<file path="config.mk">
export PLATFORM = sky130hd
export DESIGN_NAME = sysio_regs
export DESIGN_NICKNAME = d
export VERILOG_FILES = /design/src/rtl/sysio_pkg.sv /design/src/rtl/sysio_decode.sv /design/src/rtl/sysio_state.sv /design/src/rtl/sysio_rmux.sv /design/src/rtl/sysio_parwin.sv /design/src/rtl/sysio_regs.sv
export SDC_FILE = /design/constraint.sdc
export NUM_CORES = 1
export LEC_CHECK = 0
export CAP_MARGIN = 20
export CORE_MARGIN = 1
export CORE_UTILIZATION = 35
export DETAILED_ROUTE_END_ITERATION = 7
export DONT_BUFFER_PORTS = 1
export PLACE_DENSITY = 0.58
export RECOVER_POWER = 100
export SYNTH_ARGS = -nofsm -noshare
export SYNTH_HDL_FRONTEND = slang
export SYNTH_SLANG_ARGS = --single-unit
</file>
<file path="constraint.sdc">
create_clock -name clk -period 2.96 [get_ports clk]
set_clock_uncertainty 0.05 [all_clocks]
set_input_delay 0.74 -clock clk [delete_from_list [all_inputs] [get_ports clk]]
set_output_delay 0.74 -clock clk [all_outputs]
set_load 0.1 [all_outputs]
</file>
<file path="src/rtl/sysio_pkg.sv">
package sysio_pkg;
  localparam int NPORT = 10;

  localparam int IDX_RST    = 0;
  localparam int IDX_LED    = 1;
  localparam int IDX_EQUIP  = 2;
  localparam int IDX_PW1    = 3;
  localparam int IDX_PW2    = 4;
  localparam int IDX_L2INV  = 5;
  localparam int IDX_KEY    = 6;
  localparam int IDX_SYSCTL = 7;
  localparam int IDX_MAP    = 8;
  localparam int IDX_BRD    = 9;

  // ports that answer a read with their own value
  localparam logic [NPORT-1:0] RD_CAP = 10'h3C5;

  function automatic logic [15:0] port_addr(input int i);
    case (i)
      IDX_RST:    return 16'h0092;
      IDX_LED:    return 16'h0808;
      IDX_EQUIP:  return 16'h080C;
      IDX_PW1:    return 16'h0810;
      IDX_PW2:    return 16'h0812;
      IDX_L2INV:  return 16'h0814;
      IDX_KEY:    return 16'h0818;
      IDX_SYSCTL: return 16'h081C;
      IDX_MAP:    return 16'h0850;
      IDX_BRD:    return 16'h0852;
      default:    return 16'hFFFF;
    endcase
  endfunction

  // reversed numbering: logical bit n is data bit 7-n
  function automatic logic [7:0] lbit(input int n);
    return 8'(1) << (7 - n);
  endfunction

  localparam logic [7:0] SRST_MASK   = lbit(7);
  localparam logic [7:0] LEREQ_MASK  = lbit(6);
  localparam logic [7:0] MAP_MASK    = lbit(7);
  localparam logic [7:0] SYSCTL_MASK = lbit(0) | lbit(1) | lbit(2) | lbit(3);
endpackage

</file>
<file path="src/rtl/sysio_decode.sv">
module sysio_decode
  import sysio_pkg::*;
#(
  parameter int AW = 16
) (
  input  logic [AW-1:0]    addr,
  output logic [NPORT-1:0] sel
);
  for (genvar i = 0; i < NPORT; i++) begin : g_port
    assign sel[i] = (addr == AW'(port_addr(i)));
  end
endmodule

</file>
<file path="src/rtl/sysio_state.sv">
module sysio_state
  import sysio_pkg::*;
(
  input  logic       clk,
  input  logic       rst_n,
  input  logic       wr_rst,
  input  logic       wr_sysctl,
  input  logic       wr_map,
  input  logic [7:0] wdata,
  output logic       sreset,
  output logic [7:0] sysctl,
  output logic       map_flag,
  output logic       le_flag
);
  always_ff @(posedge clk) begin
    if (!rst_n) begin
      sreset   <= 1'b0;
      sysctl   <= 8'h00;
      map_flag <= 1'b1;
      le_flag  <= 1'b0;
    end else begin
      if (wr_rst) begin
        sreset <= |(wdata & SRST_MASK);
        if (|(wdata & LEREQ_MASK)) le_flag <= 1'b1;
      end
      if (wr_sysctl) sysctl   <= wdata & SYSCTL_MASK;
      if (wr_map)    map_flag <= |(wdata & MAP_MASK);
    end
  end
endmodule

</file>
<file path="src/rtl/sysio_rmux.sv">
module sysio_rmux
  import sysio_pkg::*;
#(
  parameter logic [7:0] EQUIP_STRAP = 8'h00,
  parameter logic [7:0] BOARD_ID    = 8'h00
) (
  input  logic             rd,
  input  logic [NPORT-1:0] sel,
  input  logic             sreset,
  input  logic [7:0]       sysctl,
  input  logic             map_flag,
  output logic [7:0]       rdata
);
  logic [7:0] val [NPORT];

  always_comb begin
    for (int i = 0; i < NPORT; i++) val[i] = 8'hFF;
    val[IDX_RST]    = sreset ? SRST_MASK : 8'h00;
    val[IDX_EQUIP]  = EQUIP_STRAP;
    val[IDX_KEY]    = 8'h00;
    val[IDX_SYSCTL] = sysctl;
    val[IDX_MAP]    = map_flag ? MAP_MASK : 8'h00;
    val[IDX_BRD]    = BOARD_ID;
  end

  always_comb begin
    rdata = 8'hFF;
    if (rd) begin
      for (int i = 0; i < NPORT; i++) begin
        if (sel[i] && RD_CAP[i]) rdata = val[i];
      end
    end
  end
endmodule

</file>
<file path="src/rtl/sysio_parwin.sv">
module sysio_parwin #(
  parameter int          MAW  = 32,
  parameter logic [31:0] BASE = 32'hBFFFEFF0
) (
  input  logic           rd,
  input  logic [MAW-1:0] addr,
  input  logic [1:0]     size,
  output logic           hit,
  output logic           err,
  output logic [31:0]    rdata
);
  localparam logic [MAW-1:0] BASE_W = MAW'(BASE);
  localparam logic [1:0]     SZ_WORD = 2'd2;

  assign hit   = rd && (addr[MAW-1:2] == BASE_W[MAW-1:2]);
  assign err   = hit && ((size != SZ_WORD) || (addr[1:0] != 2'b00));
  assign rdata = (hit && !err) ? 32'h0 : 32'hFFFF_FFFF;
endmodule

</file>
<file path="src/rtl/sysio_regs.sv">
module sysio_regs
  import sysio_pkg::*;
#(
  parameter int          IO_AW       = 16,
  parameter int          MEM_AW      = 32,
  parameter logic [31:0] WIN_BASE    = 32'hBFFFEFF0,
  parameter logic [7:0]  EQUIP_STRAP = 8'h00,
  parameter logic [7:0]  BOARD_ID    = 8'h00
) (
  input  logic              clk,
  input  logic              rst_n,
  input  logic [IO_AW-1:0]  io_addr,
  input  logic              io_rd,
  input  logic              io_wr,
  input  logic [7:0]        io_wdata,
  output logic [7:0]        io_rdata,
  output logic              io_hit,
  output logic              soft_rst,
  output logic              map_noncontig,
  output logic              le_err,
  input  logic              mem_rd,
  input  logic [MEM_AW-1:0] mem_addr,
  input  logic [1:0]        mem_size,
  output logic [31:0]       mem_rdata,
  output logic              mem_hit,
  output logic              mem_err
);
  logic [NPORT-1:0] sel;
  logic             sreset, map_flag, le_flag;
  logic [7:0]       sysctl;

  sysio_decode #(.AW(IO_AW)) u_dec (.addr(io_addr), .sel(sel));

  sysio_state u_state (
    .clk       (clk),
    .rst_n     (rst_n),
    .wr_rst    (io_wr && sel[IDX_RST]),
    .wr_sysctl (io_wr && sel[IDX_SYSCTL]),
    .wr_map    (io_wr && sel[IDX_MAP]),
    .wdata     (io_wdata),
    .sreset    (sreset),
    .sysctl    (sysctl),
    .map_flag  (map_flag),
    .le_flag   (le_flag)
  );

  sysio_rmux #(.EQUIP_STRAP(EQUIP_STRAP), .BOARD_ID(BOARD_ID)) u_rmux (
    .rd       (io_rd),
    .sel      (sel),
    .sreset   (sreset),
    .sysctl   (sysctl),
    .map_flag (map_flag),
    .rdata    (io_rdata)
  );

  sysio_parwin #(.MAW(MEM_AW), .BASE(WIN_BASE)) u_win (
    .rd    (mem_rd),
    .addr  (mem_addr),
    .size  (mem_size),
    .hit   (mem_hit),
    .err   (mem_err),
    .rdata (mem_rdata)
  );

  assign io_hit        = (io_rd || io_wr) && (|sel);
  assign soft_rst      = sreset;
  assign map_noncontig = map_flag;
  assign le_err        = le_flag;
endmodule

</file>
Word level (Yosys, flattened, before mapping)

Index checks and enable logic that the tools add are counted.

Reduce and logical (&&, ||, !) cells: 13
Muxes and demuxes: 10
Equal/unequal tests: 12

Operators with widths:

| cell                                                              | number |
|---|---|
| 16-bit by 12-bit == test with 1-bit output, second input constant | 9 |
| 8-bit two-way mux                                                 | 7 |
| 32-bit two-way mux                                                | 1 |
| 30-bit == test, second input constant                             | 1 |
| 16-bit by 8-bit == test with 1-bit output, second input constant  | 1 |
| 10-bit OR reduction                                               | 1 |
| 1-bit logical AND                                                 | 7 |
| 1-bit logical OR                                                  | 2 |
| 1-bit two-way mux                                                 | 2 |
| 2-bit inequality test, second input constant                      | 1 |
| 2-bit AND reduction                                               | 1 |
| 2-bit nonzero test                                                | 1 |
| 1-bit logical NOT                                                 | 1 |

Register bits: 7
Word-level logic and storage cells: 39
Output and inout port bits: 46
Bits of input ports: 63

Depth between registers and ports, before layout

Gate-level depths: netlist (run 1).

Depth in word-level cells: 8
Mapped depth: 6
Mapped depth without buffers: 4

By module

Synthesis (run 1) repeated with hierarchy kept, for this count alone.

Cells, all modules: 128
Area, all modules: 1,071.0 um2

Modules (own cells, without submodules):

| module       | sequential area each (um2) | instances | area an instance (um2) | cells each |
|---|---|---|---|---|
| sysio_parwin | 0.0                        | 1         | 369.1                  | 45 |
| sysio_state  | 140.1                      | 1         | 291.5                  | 27 |
| sysio_decode | 0.0                        | 1         | 195.2                  | 25 |
| sysio_rmux   | 0.0                        | 1         | 168.9                  | 23 |
| sysio_regs   | 0.0                        | 1         | 46.3                   | 8 |

Worst setup path before layout (run 1)

No wires, ideal clock.

Kind: input-to-output
Start: input port io_addr[0]
End: output port io_rdata[4]
Path buffers: 0
Path slack: -1.541 ns
Data arrival time: 3.711 ns
Stages: 4
Cell sequence: or4b_4 nor2_1 a22oi_1 o21ai_0

Word-level cells in the longest chain between the ends: 8
Elaborated cells on any way between the ends: 13
Classes of those cells: eq/ne (6); mux (7)

RTL lines:

| item                                      | RTL line           | text |
|---|---|---|
| start: declaration                        | sysio_regs.sv:12   | `input logic [IO_AW-1:0] io_addr,` |
| 16-bit by 8-bit == test with 1-bit output | sysio_decode.sv:10 | `assign sel[i] = (addr == AW'(port_addr(i)));` |
| 8-bit two-way mux (5 in a row)            | sysio_rmux.sv:30   | `if (sel[i] && RD_CAP[i]) rdata = val[i];` |
| 8-bit two-way mux *                       | sysio_rmux.sv:30   |  |
| 8-bit two-way mux *                       | sysio_rmux.sv:28   | `if (rd) begin` |
| end: declaration                          | sysio_regs.sv:16   | `output logic [7:0] io_rdata,` |

Mark *: on every way between the ends. The rest lies on a longest branch, timed or not.

Worst setup path in the final report (run 1)

Start: input port mem_addr[23]
End: output port mem_rdata[26]

Word-level cells in the longest chain between the ends: 6

RTL lines:

| item                 | RTL line           | text |
|---|---|---|
| start: declaration   | sysio_regs.sv:22   | `input logic [MEM_AW-1:0] mem_addr,` |
| 30-bit == test *     | sysio_parwin.sv:15 | `assign hit = rd && (addr[MAW-1:2] == BASE_W[MAW-1:2]);` |
| 1-bit logical AND *  | sysio_parwin.sv:15 |  |
| 1-bit logical AND    | sysio_parwin.sv:16 | `assign err = hit && ((size != SZ_WORD) \|\| (addr[1:0] != 2'b00));` |
| 1-bit logical NOT    | sysio_parwin.sv:17 | `assign rdata = (hit && !err) ? 32'h0 : 32'hFFFF_FFFF;` |
| 1-bit logical AND *  | sysio_parwin.sv:17 |  |
| 32-bit two-way mux * | sysio_parwin.sv:17 |  |
| end: declaration     | sysio_regs.sv:24   | `output logic [31:0] mem_rdata,` |

Marks and branches as above.

==> results of run 1 <==
-- state kept, by name (all words and copies together), names as in the netlist --
name and cells:
u_state.sreset 1, u_state.sysctl 4, u_state.le_flag 1, u_state.map_flag 1
-- placed cells by master, fill, tap and decap left out, types with 2 or more instances in the layout --
cell type	synthesis	layout
nor2b_1	3	3
nor2_1	7	7
buf_12	0	16
nand2_1	13	12
nor4_1	4	3
inv_1	3	3
clkbuf_4	0	4
o21ai_4	0	3
nor3_1	2	2
dfxtp_1	7	7
nand4b_1	3	3
nand4_1	8	8
nand3_1	4	4
clkbuf_1	1	5
buf_4	33	5
buf_16	0	3
a22oi_2	0	4
mux2i_1	4	4
-- cell families after synthesis --
family / share of synthesized area
and+or+nand+nor: 0.352
DFF: 0.153
muxes: 0.0437
buffers and inverters: 0.299
AOI/OAI and AO/OA: 0.153
-- final timing paths --
check,end,slack [ns],cells after the start
setup / recovery,mem_rdata[26],-0.63,7
hold / removal,u_state.sysctl[5]$_SDFFE_PN0P_,0.42,2
setup reg to reg,u_state.sreset$_SDFFE_PN0P_,1.27,3
hold reg to reg,u_state.sysctl[5]$_SDFFE_PN0P_,0.42,2
-- what timing repair did --
action / in CTS / in global routing
buffers inserted: 1 / 0
pin swaps: 6 / 2
endpoints found under the setup margin: 40 / 40
gates resized for setup: 5 / 1
-- worst reg2reg max path: cells and delay by family, from the launching register on --
family | cells | cell delay, ns
AO/OA/AOI/OAI | 2 | 0.35
buffers and inverters | 1 | 0.89
flip-flops | 1 | 0.33
-- cell type report --
type,count,area (um2),share of cell area
clock buffer,4,26.3,0.0198
inverter,3,11.3,0.00850
multi-input combinational,76,606,0.457
sequential,7,140,0.106
tap,30,37.5,0.0283
timing repair buffer,32,504,0.381
-- layer usage --
layer / wire [um] / up-vias
met2: 1390 / 63
li1: - / 414
met1: 715 / 414
met3: 225 / 6
met5: 0 / -
met4: 58 / 0
-- where the power goes --
part,leakage [nW],total [mW],switching (mW),internal (mW)
logic,0.444,0.0221,0.0107,0.0114
registers,0.0564,0.0944,0.00000134,0.0944
clock network,0.0150,0.0860,0.0346,0.0514
-- metrics by stage --
step / setup TNS [ns] / hold WS (ns) / instance area, um2
after floorplan: -44.10 / 0.388 / 1030
after global placement: -11.60 / 0.399 / 1290
after detailed placement: -11.71 / 0.417 / 1290
after CTS: -10.00 / 0.423 / 1350
after global routing: -14.24 / 0.447 / 1330
final: -11.48 / 0.423 / 1330
==> impl_results.md, run 1 <==
- Area leader, netlist: buf_4
- Library cells used by synthesis: 35
- #FFs+latches synth: 7
- Final Util: 0.535
- Number of global-route vias before repair: 878
- Ys flop type: dfxtp_1
- P&R area growth vs syn: 44.5%
- Fin worst setup slack: -0.632 ns
- Avg Cell Area, Syn: 7.58 um2
- Via/cell ratio: 5.90
- TritonCTS clock tree: built
- Top cells by count, synth: buf_4, nand2_1, nand4_1, dfxtp_1, nor2_1
- Fmax: 278 MHz
- Global-route wire length before repair: 3660 um
- Hold Crit Class: reg -> reg
- Worst-path fanout max: 18
- N_diodes: 0
- Post-synthesis sequential area ratio: 0.153
- Crit. End Element: output port
- Root Driver: clkbuf_4
- Syn Nets: 184
- Busiest layer in global routing: met2
- Core box area: 2480 um2
- Num CTS Buffers: 3
- Number of enable flip-flop cells after synthesis: 0
- Synth top area share: 0.270
- Number of buffers added on ports: 0
- Minimum clock period after layout: 3.59 ns
- Max Slew Vio Count: 0
- Critical path class: in -> out
- Largest net degree at the start of global routing: 19
- Placed insts: around 150
- Rows: 18
- Dpl hpwl: 2060 um
- Grt ovf: 0
- Synth area leaders: buf_4, dfxtp_1, nand4_1, nand2_1, mux2i_1
- Crit path DAT: 2.80 ns
- Total Power: 0.203 mW
- CP delay by family, top: buffers and inverters
- Layout cell share with drive strength beyond 1: 0.377
- M1 GR Usage: 0.162
- Die Y: 53.2 um
- # IOs: 109
- Filler Cells Inserted: 237
- Via count: 897
- Cts hold-fix bufs: 0
- Status: finished, violations left
- Final worst-path cycle share: 1.21
- Slowest cell on crit path: buf_16
- Worst R2R Start: u_state.sreset$_SDFFE_PN0P_
- Finish-stage setup viols: 40
- Clock tree sinks: 7
- Clk pin slew, worst setup/hold paths: 0.05 ns
- Ys async rst share: 0
- Worst slew pin tran: 1.20 ns
- Initial antenna violation count: 0
- DRT antenna net count: 0
- RSZ-0062 raised after global routing: yes
- DIE AREA: 2830 um2
- Crit-path most repeated cell: buf_12
- Slowest cell delay on critical path: 0.57 ns
- Cell area power density: 153 nW/um2
- Place WS: -0.630 ns
- Routed length per placed instance: 15.7 um
- Post-route DRC: 0
- Clock Latency Late Sink: 0.25 ns
- Fin. Hold Viols: 0
- Router iterations before antenna repair: 4
- Worst slew margin: 0.197
- Clock Tree Buf Depth: 2
- WP buf/inv: 4
- M3 GR Usage: 0.0517
- Die width: 53.2 um
- Starting Density: 0.370
- WP data required: ~2.2 ns
- Final Non-Filler Cells: 152
- Crit start category: input port
- Worst Setup SP: mem_addr[23]
- YS warnings: 0
- Final #Nets: approximately 190
- Cells after Synth: approximately 120
- Crit path cell chain: nand4_1 -> nor4_4 -> nand4_1 -> buf_12 -> buf_16 -> buf_12 -> buf_12
- Hold Startpoint: u_state.sysctl[5]$_SDFFE_PN0P_
- Initial DRC Count: 13
- Static leakage: 0.515 nW
- MaxCap Viol Count: 0
- Routability Congestion: 0.819
- Final wirelength: 2390 um
- GRT Overall Usage: 0.188
- H-tree depth: 1
- Mapped cell area: 917 um2
- Most numerous cell in the Yosys netlist: buf_4
- Maximum vdd drop: 243 uV
- Met2 Usage GRT: 0.361
- Failing checks: negative setup slack
No activity file was read; power rests on OpenSTA's default activity.
==> inputs of run 2 (changes only) <==
--- a/config.mk
+++ b/config.mk
@@ -10,6 +10,8 @@
 export CORE_UTILIZATION = 35
 export DETAILED_ROUTE_END_ITERATION = 7
 export DONT_BUFFER_PORTS = 1
+export GPL_TIMING_DRIVEN = 1
+export HOLD_SLACK_MARGIN = 0.12
 export PLACE_DENSITY = 0.58
 export RECOVER_POWER = 100
 export SYNTH_ARGS = -nofsm -noshare
==> results of run 2 <==
Final layout, timing and power as in run 1 (identical DEF).
==> inputs of run 3 (changes only) <==
--- a/config.mk
+++ b/config.mk
@@ -12,8 +12,10 @@
 export DONT_BUFFER_PORTS = 1
 export GPL_TIMING_DRIVEN = 1
 export HOLD_SLACK_MARGIN = 0.12
+export MAX_ROUTING_LAYER = met4
 export PLACE_DENSITY = 0.58
 export RECOVER_POWER = 100
 export SYNTH_ARGS = -nofsm -noshare
 export SYNTH_HDL_FRONTEND = slang
+export SYNTH_HIERARCHICAL = 1
 export SYNTH_SLANG_ARGS = --single-unit
==> run 3 against run 2 <==
Against the previous run:
- largest cell class unchanged
- design area up 15%
- the flow finishes with violations (design-rule violations, negative setup slack)
- final cell count up 6.6%
- clock-buffer cell count unchanged
- via count down 0.56%
- hold slack better by 0.057 ns
- core utilization up 0.47 points
- register-to-register slack better by 0.04 ns
- sequential share of layout area down 1.4 points
- area after synthesis up 17%
==> impl_results.md, run 3 <==
- Layout cell share with drive strength beyond 1: 0.534
- Worst R2R Start: u_state/sreset$_SDFFE_PN0P_
- Reg2Reg Depth: 3
- Commonest cells after routing, fill and taps aside: buf_12, buf_4, o21ai_4
- Cell area power density: 131 nW/um2
- Top cells by count, synth: buf_4, nor2b_1, nor2_1, dfxtp_1, o21ai_0
- Clock tree sinks: 7
- Worst-path fanout max: 25
- Routability Congestion: 0.736
- Mapped cell area: 1070 um2
- RSZ-0062 raised after global routing: yes
- Worst slew pin tran: 1.26 ns
- H-tree depth: 1
- Hold depth: 2
- Fin worst setup slack: -0.978 ns
- Status: finished, violations left
- Rows: 19
- Hold Crit Class: reg -> reg
- YS warnings: 6
- Most numerous cell in the Yosys netlist: buf_4
- Final worst-path cycle share: 1.33
- Avg Cell Area, Syn: 8.37 um2
- Total Power: about 0.20 mW
- Ys flop type: dfxtp_1
- TritonCTS clock tree: built
- MaxCap Viol Count: 0
- Cells after Synth: 128
- Slowest cell on crit path: buf_16
- Fin. Hold Viols: 0
- Core box area: 2830 um2
- Final #Nets: 195
- Number of global-route vias before repair: between 900 and 1,000
- Place WS: -1.18 ns
- Number of enable flip-flop cells after synthesis: 0
- Worst slew margin: 0.163
- Starting Density: 0.379
- Clock Tree Buf Depth: 2
- Filler Cells Inserted: ~240
- Clk pin slew, worst setup/hold paths: 0.05 ns
- Synth area leaders: buf_4, dfxtp_1, nor2b_1, mux2i_1, nor4_4
- WP data required: 2.17 ns
- Num CTS Buffers: 3
- Largest reg by FF count: u_state/sysctl
- Post-synthesis sequential area ratio: 0.131
- Slowest cell delay on critical path: 1.56 ns
- Library cells used by synthesis: 34
- Post-route DRC: 10
- Finish-stage setup viols: 41
- Hold Startpoint: u_state/sysctl[4]$_SDFFE_PN0P_
- Via/cell ratio: 5.51
- Fmax: between 200 and 300 MHz
- Max Slew Vio Count: 0
- P&R area growth vs syn: 42.5%
- # IOs: between 100 and 150
- Synth top area share: 0.245
- Via count: 892
- Global-route wire length before repair: 3820 um
- #FFs+latches synth: 7
- Number of buffers added on ports: 0
- Ys async rst share: 0
- Static leakage: 0.522 nW
- Clock Latency Late Sink: between 0.2 and 0.25 ns
- Minimum clock period after layout: 3.94 ns
- Crit path DAT: 3.15 ns
- Initial antenna violation count: 0
- Area leader, netlist: buf_4
- Routed length per placed instance: 14.5 um
- Max reg flops: 4
- Crit start category: input port
- Crit-path most repeated cell: buf_16
- Initial DRC Count: 25
- Router iterations before antenna repair: 6
- Critical path class: in -> out
- DIE AREA: 3290 um2
- GRT Overall Usage: 0.153
- Final wirelength: around 2300 um
- Die width: 57.3 um
- Root Driver: clkbuf_4
- DRT antenna net count: 0
- Grt ovf: 0
- Crit path cell chain: nand4bb_4 -> nor4_4 -> nand3_4 -> buf_16 -> buf_16
- Final hold slack: 0.480 ns
- Hold Path End: u_state/sysctl[4]$_SDFFE_PN0P_
- Die Y: 57.3 um
- Crit. End Element: output port
- Dpl hpwl: 1930 um
- Maximum vdd drop: 213 uV
- R2r setup slk: 1.31 ns
- Largest net degree at the start of global routing: 26
- N_diodes: 0
- Failing checks: design-rule violations, negative setup slack
- Reg2reg end: u_state/sreset$_SDFFE_PN0P_
==> run 3: changes by cell type after synthesis, sizes merged, moves of 2 or more <==
cell	delta
nor2b	+11
nor3	+3
and2	+2
nand2	-10
inv	-3
nor4b	+2
o21ai	+4
a22oi	-4
buf	+3
mux2i	+2
nor4	+5
nand2b	+3
==> run 3: worst max path at each step <==
stage,start,to,slack (ns),cells after the start
floorplan,io_addr[13],io_rdata[0],-0.39,5
global placement,mem_addr[17],mem_rdata[1],-1.17,5
detailed placement,mem_addr[17],mem_rdata[0],-1.18,5
CTS,mem_addr[17],mem_rdata[19],-0.97,5
global route,mem_addr[24],mem_rdata[8],-1.01,5
finish,mem_addr[2],mem_rdata[19],-0.98,5
==> run 3: worst max-delay path: cells and delay by family <==
family	cells	cell delay, ns
buffers and inverters	2	2.00
AND/OR/NAND/NOR	3	0.29
==> run 3: layer usage <==
metal | share of wire | global-route usage
met1 | 0.32 | 0.147
met2 | 0.59 | 0.296
met4 | 0.019 | 0.0801
met5 | 0 | -
met3 | 0.075 | 0.0159
==> run 3: logic make-up after synthesis <==
logic type | count (synthesis) | share of synthesized area
DFF | 7 | 0.131
other | 1 | 0.00350
and+or+nand+nor | 65 | 0.466
muxes | 6 | 0.0561
buffers and inverters | 37 | 0.266
AOI/OAI and AO/OA | 12 | 0.0771
==> run 3: timing repair <==
item / CTS / global route
setup buffers: 3 / 0
resized for setup: 20 / 3
pin swaps: 8 / 3
setup endpoints to repair: 41 / 41
hold buffers: 0 / 0
==> run 3: final cells by class <==
type	instances	area (um2)	area share
clock buffer	4	26.3	0.0172
timing repair buffer	33	437	0.286
multi-input combinational	87	885	0.580
sequential	7	140	0.0918
tap	31	38.8	0.0254
==> run 3: power breakdown <==
group	internal, mW	switching [mW]	leakage (nW)
clock	0.0512	0.0317	0.0150
combinational	0.0137	0.00847	0.451
sequential	0.0944	0.00000124	0.0564
total	0.159	0.0402	0.522
==> run 3: through the flow <==
stage / utilization / instance area, um2 / std cells / TNS (ns)
global placement: 0.504 / 1430 / 155 / -26.46
global route: 0.540 / 1530 / 162 / -26.89
CTS: 0.554 / 1570 / 162 / -21.20
floorplan: - / 1470 / 131 / -12.45
detailed placement: 0.504 / 1430 / 155 / -26.79
finish: 0.540 / 1530 / 162 / -24.15
